--- src/rtl/adc_trig_pkg.sv ---
package adc_trig_pkg;

   typedef enum logic [1:0] {
      TICK_1  = 2'd0,
      TICK_2  = 2'd1,
      TICK_4  = 2'd2,
      TICK_16 = 2'd3
   } tick_sel_e;

   // log2 of the number of clock cycles in one delay tick
   function automatic int unsigned tick_shift(tick_sel_e sel);
      case (sel)
         TICK_1:  return 0;
         TICK_2:  return 1;
         TICK_4:  return 2;
         default: return 4;
      endcase
   endfunction

endpackage

--- src/rtl/trg_slot.sv ---
module trg_slot
   import adc_trig_pkg::*;
#(
   parameter int NSRC = 16,
   parameter int DLYW = 8
) (
   input  logic                    clk,
   input  logic                    rst_n,
   input  logic                    hold,
   input  logic                    cfg_we,
   input  logic [$clog2(NSRC)-1:0] cfg_src,
   input  logic [DLYW-1:0]         cfg_dly,
   input  tick_sel_e               cfg_div,
   input  logic [NSRC-1:0]         evt_in,
   input  logic                    sw_hit,
   input  logic                    done_hit,
   output logic                    pend,
   output logic                    ovf
);
   localparam int SW = $clog2(NSRC);
   localparam int CW = DLYW + 4;

   logic [SW-1:0]   src_q;
   logic [DLYW-1:0] dly_q;
   tick_sel_e       div_q;
   logic            wait_q;
   logic [CW-1:0]   cnt_q;
   logic            fire;
   logic [CW-1:0]   load;

   assign fire = sw_hit | ((src_q != '0) & evt_in[src_q]);
   assign load = CW'(dly_q) << tick_shift(div_q);

   always_ff @(posedge clk or negedge rst_n) begin
      if (!rst_n) begin
         src_q  <= '0;
         dly_q  <= '0;
         div_q  <= TICK_1;
         wait_q <= 1'b0;
         cnt_q  <= '0;
         pend   <= 1'b0;
         ovf    <= 1'b0;
      end else begin
         if (cfg_we) begin
            src_q <= cfg_src;
            dly_q <= cfg_dly;
            div_q <= cfg_div;
         end
         if (hold) begin
            wait_q <= 1'b0;
            cnt_q  <= '0;
            pend   <= 1'b0;
            ovf    <= 1'b0;
         end else begin
            if (done_hit) pend <= 1'b0;
            if (wait_q) begin
               if (cnt_q == CW'(1)) begin
                  pend   <= 1'b1;
                  wait_q <= 1'b0;
               end else begin
                  cnt_q <= cnt_q - CW'(1);
               end
            end
            if (fire) begin
               if (pend | wait_q) begin
                  ovf <= 1'b1;
               end else if (load == '0) begin
                  pend <= 1'b1;
               end else begin
                  wait_q <= 1'b1;
                  cnt_q  <= load;
               end
            end
         end
      end
   end

   assert_pend_held_R5: assert property (@(posedge clk) disable iff (!rst_n)
      (pend && !done_hit && !hold) |=> pend);
   assert_ovf_sticky_R7: assert property (@(posedge clk) disable iff (!rst_n)
      (ovf && !hold) |=> ovf);
   assert_zero_delay_R4: assert property (@(posedge clk) disable iff (!rst_n)
      (fire && !pend && !wait_q && !hold && load == '0) |=> pend);
   assert_hold_clears_R9: assert property (@(posedge clk) disable iff (!rst_n)
      hold |=> (!pend && !ovf && !wait_q));
endmodule

--- src/rtl/trg_arb.sv ---
module trg_arb #(
   parameter int N = 16
) (
   input  logic                 clk,
   input  logic                 rst_n,
   input  logic                 hold,
   input  logic [N-1:0]         req,
   input  logic                 done,
   output logic                 start,
   output logic [$clog2(N)-1:0] gslot,
   output logic [N-1:0]         done_vec
);
   localparam int IW = $clog2(N);

   logic          busy_q;
   logic          found;
   logic [IW-1:0] low_idx;

   always_comb begin
      found   = 1'b0;
      low_idx = '0;
      for (int i = N - 1; i >= 0; i--) begin
         if (req[i]) begin
            found   = 1'b1;
            low_idx = IW'(i);
         end
      end
   end

   assign done_vec = (busy_q && done && !hold) ? (N'(1) << gslot) : '0;

   always_ff @(posedge clk or negedge rst_n) begin
      if (!rst_n) begin
         busy_q <= 1'b0;
         start  <= 1'b0;
         gslot  <= '0;
      end else if (hold) begin
         busy_q <= 1'b0;
         start  <= 1'b0;
      end else begin
         start <= 1'b0;
         if (busy_q) begin
            if (done) busy_q <= 1'b0;
         end else if (found) begin
            busy_q <= 1'b1;
            start  <= 1'b1;
            gslot  <= low_idx;
         end
      end
   end

   assert_start_pulse_R6: assert property (@(posedge clk) disable iff (!rst_n)
      start |=> !start);
   assert_grant_pending_R6: assert property (@(posedge clk) disable iff (!rst_n)
      start |-> req[gslot]);
   assert_grant_lowest_R6: assert property (@(posedge clk) disable iff (!rst_n)
      start |-> (($past(req) & ((N'(1) << gslot) - N'(1))) == '0));
   assert_grant_stable_R6: assert property (@(posedge clk) disable iff (!rst_n)
      (busy_q && !done && !hold) |=> $stable(gslot));
endmodule

--- src/rtl/trg_rstseq.sv ---
module trg_rstseq #(
   parameter int RST_CYC = 4
) (
   input  logic clk,
   input  logic rst_n,
   input  logic req,
   output logic busy
);
   localparam int CW = (RST_CYC > 1) ? $clog2(RST_CYC) : 1;

   logic [CW-1:0] cnt_q;

   always_ff @(posedge clk or negedge rst_n) begin
      if (!rst_n) begin
         busy  <= 1'b0;
         cnt_q <= '0;
      end else if (busy) begin
         if (cnt_q == '0) busy <= 1'b0;
         else             cnt_q <= cnt_q - CW'(1);
      end else if (req) begin
         busy  <= 1'b1;
         cnt_q <= CW'(RST_CYC - 1);
      end
   end

   assert_rst_runs_R9: assert property (@(posedge clk) disable iff (!rst_n)
      (busy && cnt_q != '0) |=> busy);
   assert_rst_ends_R9: assert property (@(posedge clk) disable iff (!rst_n)
      (busy && cnt_q == '0) |=> !busy);
endmodule

--- src/rtl/adc_trig_sched.sv ---
module adc_trig_sched
   import adc_trig_pkg::*;
#(
   parameter int NSLOT   = 16,
   parameter int NSRC    = 16,
   parameter int DLYW    = 8,
   parameter int RST_CYC = 4
) (
   input  logic                     clk,
   input  logic                     rst_n,
   input  logic                     cfg_we,
   input  logic [$clog2(NSLOT)-1:0] cfg_slot,
   input  logic [$clog2(NSRC)-1:0]  cfg_src,
   input  logic [DLYW-1:0]          cfg_dly,
   input  logic [1:0]               cfg_div,
   input  logic                     sw_we,
   input  logic [NSLOT-1:0]         sw_mask,
   input  logic [NSRC-1:0]          evt_in,
   input  logic                     rst_req,
   input  logic                     conv_done,
   output logic                     conv_start,
   output logic [$clog2(NSLOT)-1:0] conv_slot,
   output logic [NSLOT-1:0]         pend,
   output logic [NSLOT-1:0]         start_ovf,
   output logic                     ovf_any,
   output logic                     rst_busy
);
   localparam int IW = $clog2(NSLOT);

   if (NSLOT < 2 || (1 << IW) != NSLOT) begin : g_bad_nslot
      $error("NSLOT must be a power of two, at least 2");
   end
   if (NSRC < 2 || (1 << $clog2(NSRC)) != NSRC) begin : g_bad_nsrc
      $error("NSRC must be a power of two, at least 2");
   end
   if (DLYW < 1 || RST_CYC < 1) begin : g_bad_len
      $error("DLYW and RST_CYC must be at least 1");
   end

   logic [NSLOT-1:0] done_vec;
   tick_sel_e        div_sel;

   assign div_sel = tick_sel_e'(cfg_div);
   assign ovf_any = |start_ovf;

   trg_rstseq #(.RST_CYC(RST_CYC)) u_rstseq (
      .clk  (clk),
      .rst_n(rst_n),
      .req  (rst_req),
      .busy (rst_busy)
   );

   for (genvar s = 0; s < NSLOT; s++) begin : g_slot
      trg_slot #(.NSRC(NSRC), .DLYW(DLYW)) u_slot (
         .clk     (clk),
         .rst_n   (rst_n),
         .hold    (rst_busy),
         .cfg_we  (cfg_we && (cfg_slot == IW'(s))),
         .cfg_src (cfg_src),
         .cfg_dly (cfg_dly),
         .cfg_div (div_sel),
         .evt_in  (evt_in),
         .sw_hit  (sw_we & sw_mask[s]),
         .done_hit(done_vec[s]),
         .pend    (pend[s]),
         .ovf     (start_ovf[s])
      );
   end

   trg_arb #(.N(NSLOT)) u_arb (
      .clk     (clk),
      .rst_n   (rst_n),
      .hold    (rst_busy),
      .req     (pend),
      .done    (conv_done),
      .start   (conv_start),
      .gslot   (conv_slot),
      .done_vec(done_vec)
   );

   assert_ovf_any_rise_R8: assert property (@(posedge clk) disable iff (!rst_n)
      $rose(ovf_any) |-> $past(start_ovf) == '0);
endmodule

--- config.mk ---
export PLATFORM = sky130hd
export DESIGN_NAME = adc_trig_sched
export DESIGN_NICKNAME = d
export VERILOG_FILES = /design/src/rtl/adc_trig_pkg.sv /design/src/rtl/trg_slot.sv /design/src/rtl/trg_arb.sv /design/src/rtl/trg_rstseq.sv /design/src/rtl/adc_trig_sched.sv
export SDC_FILE = /design/constraint.sdc
export NUM_CORES = 1
export LEC_CHECK = 0
export BUFFER_PORTS_ARGS = -buffer_cell sky130_fd_sc_hd__buf_4
export CORE_UTILIZATION = 30
export CTS_BUF_LIST = sky130_fd_sc_hd__clkbuf_2
export CTS_CLUSTER_SIZE = 20
export DETAILED_ROUTE_END_ITERATION = 8
export GPL_TIMING_DRIVEN = 1
export MAX_ROUTING_LAYER = met4
export SLEW_MARGIN = 10
export SYNTH_ARGS = -nofsm -noshare
export SYNTH_HDL_FRONTEND = slang
export SYNTH_HIERARCHICAL = 1
export SYNTH_SLANG_ARGS = --single-unit
--- constraint.sdc ---
create_clock -name clk -period 2.22 [get_ports clk]
set_input_delay 0.444 -clock clk [delete_from_list [all_inputs] [get_ports clk]]
set_output_delay 0.444 -clock clk [all_outputs]
set_load 0.01 [all_outputs]
**After elaboration in Yosys (flattened, before gate mapping)**

Cells that the tools add are included.

- Register bits: 473
- Input bits: 56

- Equality and inequality tests: 64
- Order comparisons: 16
- $add $sub $neg: 17
- Multiplexer cells: 445
- Bitwise logic cells: 66
- Shift operators: 17
- Reduce and logical (&&, ||, !) cells: 121

Operators by type and width:

| cell | count |
|---|---|
| $mux W12 | 96 |
| $mux W1 | 297 |
| $eq A12 B1 Y1 const B | 16 |
| $logic_not A12 Y1 | 16 |
| $shl A8 B3 Y12 | 16 |
| $sub A12 B1 Y12 const B | 16 |
| $pmux W3 S3 | 16 |
| $lt A4 B5 Y1 const B | 16 |
| $reduce_bool A2 Y1 | 33 |
| $bmux W1 S4 | 16 |
| $mux W4 | 16 |
| $reduce_bool A4 Y1 | 16 |
| $logic_not A2 Y1 | 17 |
| $reduce_and A2 Y1 | 17 |
| $and A1 B1 Y1 | 32 |
| $eq A2 B1 Y1 const B | 16 |
| $eq A2 B2 Y1 const B | 16 |
| $eq A4 B4 Y1 const B | 8 |
| $or A1 B1 Y1 | 32 |
| $logic_and A1 B1 Y1 | 18 |
| $eq A4 B3 Y1 const B | 4 |
| $mux W16 | 1 |
| $reduce_or A16 Y1 | 1 |
| $shl A1 B4 Y16 const A | 1 |
| 9 further kinds | 13 |

**Depth between registers and ports, before layout**

- Depth in word-level cells: 19
- Gate-level depth with buffers: 8

**By module**

The synthesis kept the hierarchy.

By module, submodules not included:

| module | sequential area each (µm²) | area each (µm²) | cells an instance | times used |
|---|---|---|---|---|
| trg_slot at g_slot[14].u_slot ... | 725.7 | 1935.6 | 182 | 8 |
| trg_slot at g_slot[0].u_slot ... | 725.7 | 1944.4 | 187 | 5 |
| trg_slot at g_slot[8].u_slot ... | 725.7 | 1959.4 | 182 | 2 |
| trg_slot at g_slot[7].u_slot | 725.7 | 1953.1 | 181 | 1 |
| trg_arb | 150.1 | 530.5 | 72 | 1 |
| adc_trig_sched | 0.0 | 252.7 | 45 | 1 |
| trg_rstseq | 75.1 | 138.9 | 13 | 1 |

**Least setup slack after synthesis**

Ideal clock, no wire load.

- Kind: reg2reg
- Start point: register g_slot[0].u_slot.src_q[0]
- End point: register g_slot[0].u_slot.cnt_q[3]
- Period minus slack after synthesis: 2.330 ns
- Data required time: 2.095 ns
- Buffers on the path: 2
- Arrival time: 2.205 ns
- Cell stages (with the launch flop): 8
- Path slack: -0.110 ns
- Setup time: 0.125 ns
- Path through: dfrtp_1 buf_2 mux4_2 mux2_2 a221o_1 o211a_1 buf_6 mux2_4

- Longest elaborated chain between the ends: 6
- Elaborated cells on any way between the ends: 7

RTL lines:

| element | line | RTL |
|---|---|---|
| start: declaration | trg_slot.sv:23 | `logic [SW-1:0] src_q;` |
| start signal: assignment | trg_slot.sv:45 | `src_q <= cfg_src;` |
| $bmux W1 S4 | trg_slot.sv:31 | `assign fire = sw_hit \| ((src_q != '0) & evt_in[src_q]);` |
| $mux W1 (not written as such) | trg_slot.sv:31 |  |
| $and A1 B1 Y1 * | trg_slot.sv:31 |  |
| $or A1 B1 Y1 * | trg_slot.sv:31 |  |
| $mux W12 * | trg_slot.sv:64 | `if (fire) begin` |
| $mux W12 * | trg_slot.sv:49 | `if (hold) begin` |
| end signal: assignment | trg_slot.sv:61 | `cnt_q <= cnt_q - CW'(1);` |
| end signal: assignment | trg_slot.sv:71 | `cnt_q <= load;` |
| end: declaration | trg_slot.sv:27 | `logic [CW-1:0] cnt_q;` |

Mark *: on every way between the ends. The rest lies on a longest branch, timed or not. The select of a mux whose other input is x is not followed.
A chain may end at the register's enable or synchronous reset.

**Worst setup path after layout**

- Start point: register g_slot[0].u_slot.ovf
- End point: output port ovf_any

- Longest elaborated chain between the ends: 1

RTL lines:

| element | line | RTL |
|---|---|---|
| start: declaration | trg_slot.sv:18 | `output logic ovf` |
| start signal: assignment | trg_slot.sv:42 | `ovf <= 1'b0;` |
| start signal: assignment | trg_slot.sv:53 | `ovf <= 1'b0;` |
| start signal: assignment | trg_slot.sv:66 | `ovf <= 1'b1;` |
| $reduce_or A16 Y1 | adc_trig_sched.sv:44 | `assign ovf_any = \|start_ovf;` |
| end: declaration | adc_trig_sched.sv:25 | `output logic ovf_any,` |

No other way between the ends.

==> results_dict.tcl <==
set metrics [dict create \
    setup_viol 110 \
    yosysTopAreaCellShare_pct 36.99 \
    fillers 10326 \
    whs_endpoint "g_slot[11].u_slot/wait_q$_DFF_PN0_" \
    io_buffers 93 \
    finalNetCount 3755 \
    core_area_um2 105600 \
    hold_class "primary input to flop" \
    yosysSeqAreaShare_pct 36.99 \
    layout_setup_ws_ps -916.5 \
    drive_gt1_share_pct 38.67 \
    synth_commonest_cells "dfrtp_1 (473), mux2_2 (294), mux2i_1 (258), nand2_1 (228), o21ai_0 (194)" \
    p_total_mw 41.60 \
    die_y_um 328.6 \
    viasPerCell 5.237 \
    ant_nets 0 \
    criticalPathCategory "flop to output port" \
    root_buffer "clkbuf_2" \
    dieArea_um2 108000 \
    ys_ff_latch 473 \
    route.vias.total 26950 \
    firstDrtPassIters 7 \
    yosysWarnings 6 \
    rows 119 \
    grt_pass1_vias 26258 \
    fmax_ghz 0.3188 \
    syn_inst 3066 \
    overflow 0 \
    p_leak_nw 17.39 \
    async_flop_share_pct 100.0 \
    r2r_start "g_slot[13].u_slot/div_q[0]$_DFFE_PN0P_" \
    die_w_um 328.6 \
    pre_cts_ws_ps -351.4 \
    netlist_area_um2 32000 \
    numCtsBuffers 135 \
    finClkSkew_ps 102.6 \
    grt_setup_unrepaired "yes" \
    cp-end-kind "output port" \
    grt_pass1_wl_um 149800 \
    drc 16 \
    cts.clk_slew.worst_paths_ps 110 \
    crit_arrival_ps 2690 \
    path_max_fanout 2 \
    dpl_cell_area_um2 36970 \
    cts_tree "yes" \
    ys.flop_type "dfrtp_1" \
    fin_crit_sh_pct 141.3 \
    hold_violations 0 \
    gp_congestion 0.8522 \
    synth.distinct_cells 76 \
    post-synth-top-count-cell "dfrtp_1" \
    worst_slew_pin_slew_ps 873.6 \
    area_delta_synth_final_pct 26.04 \
    cts-htree-levels 4 \
    clock_sinks 473 \
    antenna_found_initial 11 \
    cts_buffer_depth 3 \
    totalWireLength_um 96870 \
    dp_hpwl_um 67200 \
    routedWlPerCell_um 18.82 \
    initial_core_util_pct 30.31 \
    final_cell_area_um2 40330 \
    startpoint_type "flop" \
    status "finished with violations" \
    synth_edf_count 0 \
    syn_area_per_cell_um2 10.44 \
    yosys-top-cells-area "dfrtp_1 (37%), mux2_2 (10%), mux2i_1 (8.1%)" \
    violations "design-rule violations, negative setup slack" \
    worstPathRequired_ps 1780 \
    synth_top_area_cell "dfrtp_1" \
    track_usage_pct 18.21 \
    r2r_slack_ps -120 \
    min_period_ps 3137 \
    drv_cap 0 \
    timing.rr.end "g_slot[13].u_slot/cnt_q[6]$_DFF_PN0_" \
    ir_drop_mv 0.6108 \
    drtIter0Drc 1733 \
    synth_nets 3155 \
    holdPathStages 7 \
    io_pins 95 \
    final_util_pct 38.21 \
    power_density_nw_per_um2 1031 \
    worstHoldStart "sw_mask[11]" \
    slew_headroom_pct 41.76 \
    grt_max_degree 114 \
    insertion_delay_ps 1310 \
    r2r_cells 4 \
    slew_violations 0 \
]
==> worst max-delay path, stage by stage (launching register included) <==
cell and delay (ps):
dfrtp_2 440, nor4_4 270, buf_4 200, nand4_1 230, buf_4 240
==> cells by family (layout without fill, tap and decap cells) <==
group / count (synthesis) / count (layout) / share of synthesized area [%]
and+or+nand+nor: 986 / 986 / 17.59
buffers and inverters: 297 / 983 / 4.399
muxes: 663 / 663 / 25.90
adders and majority gates: 33 / 33 / 1.290
DFF: 473 / 473 / 36.99
other: 0 / 3 / 0
xor gates and xnor gates: 47 / 47 / 1.286
AOI/OAI and AO/OA: 567 / 567 / 12.55
==> stage by stage <==
stage                     TNS [ps]  instances  hold slack [ps]
after global placement      -34700       4768            272.2
after CTS                   -15200       5097            2.042
final                        -8270       5146            140.6
after detailed placement    -38050       4768            271.2
after global routing        -17910       5145            64.53
after floorplan              -2954       3066            148.4
==> what timing repair did <==
item / in CTS / in global routing
buffers inserted: 42 / 43
gates resized for setup: 125 / 145
setup endpoints to repair: 150 / 222
hold endpoints to repair: 822 / 0
hold buffers: 64 / 0
pin swaps: 13 / 18
gates cloned: 1 / 5
==> power by group <==
part	leakage, nW	internal [mW]	switching (mW)
clock network	0.897	2.69	3.90
logic	10.4	11.4	10.8
registers	6.08	10.5	2.32
==> layer usage <==
metal	wire, um	GRT usage, %	vias up
met5	0	-	-
met1	44070	24.22	13331
met2	44580	28.18	723
met4	2090	5.399	0
met3	6134	3.250	145
li1	-	-	12751
==> flip-flops by register name, summed over array words and instances (netlist names) <==
signal / cells
u_arb/busy_q: 1
g_slot.u_slot/wait_q: 16
u_rstseq/cnt_q: 2
g_slot.u_slot/ovf: 16
g_slot.u_slot/pend: 16
u_arb/gslot: 4
u_rstseq/busy: 1
g_slot.u_slot/div_q: 32
g_slot.u_slot/src_q: 64
g_slot.u_slot/cnt_q: 192
u_arb/start: 1
g_slot.u_slot/dly_q: 128
==> worst max-delay path by stage <==
stage,startpoint,endpoint,slack [ps],cells past startpoint
floorplan,g_slot[0].u_slot/div_q[0]$_DFFE_PN0P_,g_slot[0].u_slot/cnt_q[3]$_DFF_PN0_,-100,6
global placement,evt_in[15],g_slot[11].u_slot/cnt_q[4]$_DFF_PN0_,-340,6
detailed placement,evt_in[15],g_slot[13].u_slot/cnt_q[11]$_DFF_PN0_,-350,7
CTS,g_slot[8].u_slot/ovf$_DFFE_PN0P_,ovf_any,-960,4
global route,g_slot[0].u_slot/ovf$_DFFE_PN0P_,ovf_any,-1030,4
finish,g_slot[0].u_slot/ovf$_DFFE_PN0P_,ovf_any,-920,4
==> cell type report <==
class / instances / area [um^2] / share of cell area, %
antenna: 3 / 7.507 / 0.01861
timing repair buffer: 653 / 5690 / 14.11
tap: 1391 / 1740 / 4.315
multi-input combinational: 2296 / 19380 / 48.06
clock buffer: 183 / 915.9 / 2.271
clock inverter: 40 / 272.8 / 0.6763
inverter: 107 / 401.6 / 0.9958
sequential: 473 / 11920 / 29.55
==> cells in the final DEF (no fill, tap or decap), types with 28 or more instances in the layout <==
| master | n |
|---|---|
| dfrtp_2 | 63 |
| mux2i_1 | 253 |
| nor3_1 | 54 |
| mux4_2 | 94 |
| nand4_1 | 32 |
| dlygate4sd3_1 | 64 |
| clkbuf_2 | 183 |
| nor4_1 | 78 |
| nor2b_1 | 48 |
| mux2_4 | 59 |
| a21oi_1 | 133 |
| or3_1 | 57 |
| nand2_1 | 228 |
| nor4b_1 | 28 |
| and2_1 | 62 |
| xnor2_1 | 31 |
| buf_12 | 28 |
| inv_1 | 98 |
| buf_4 | 484 |
| nor2_1 | 134 |
| mux2_2 | 250 |
| dfrtp_1 | 409 |
| or4_1 | 31 |
| o21ai_0 | 182 |
| or2_2 | 39 |
| buf_6 | 71 |
| o21a_1 | 45 |
(Power assumes the default switching activity.)
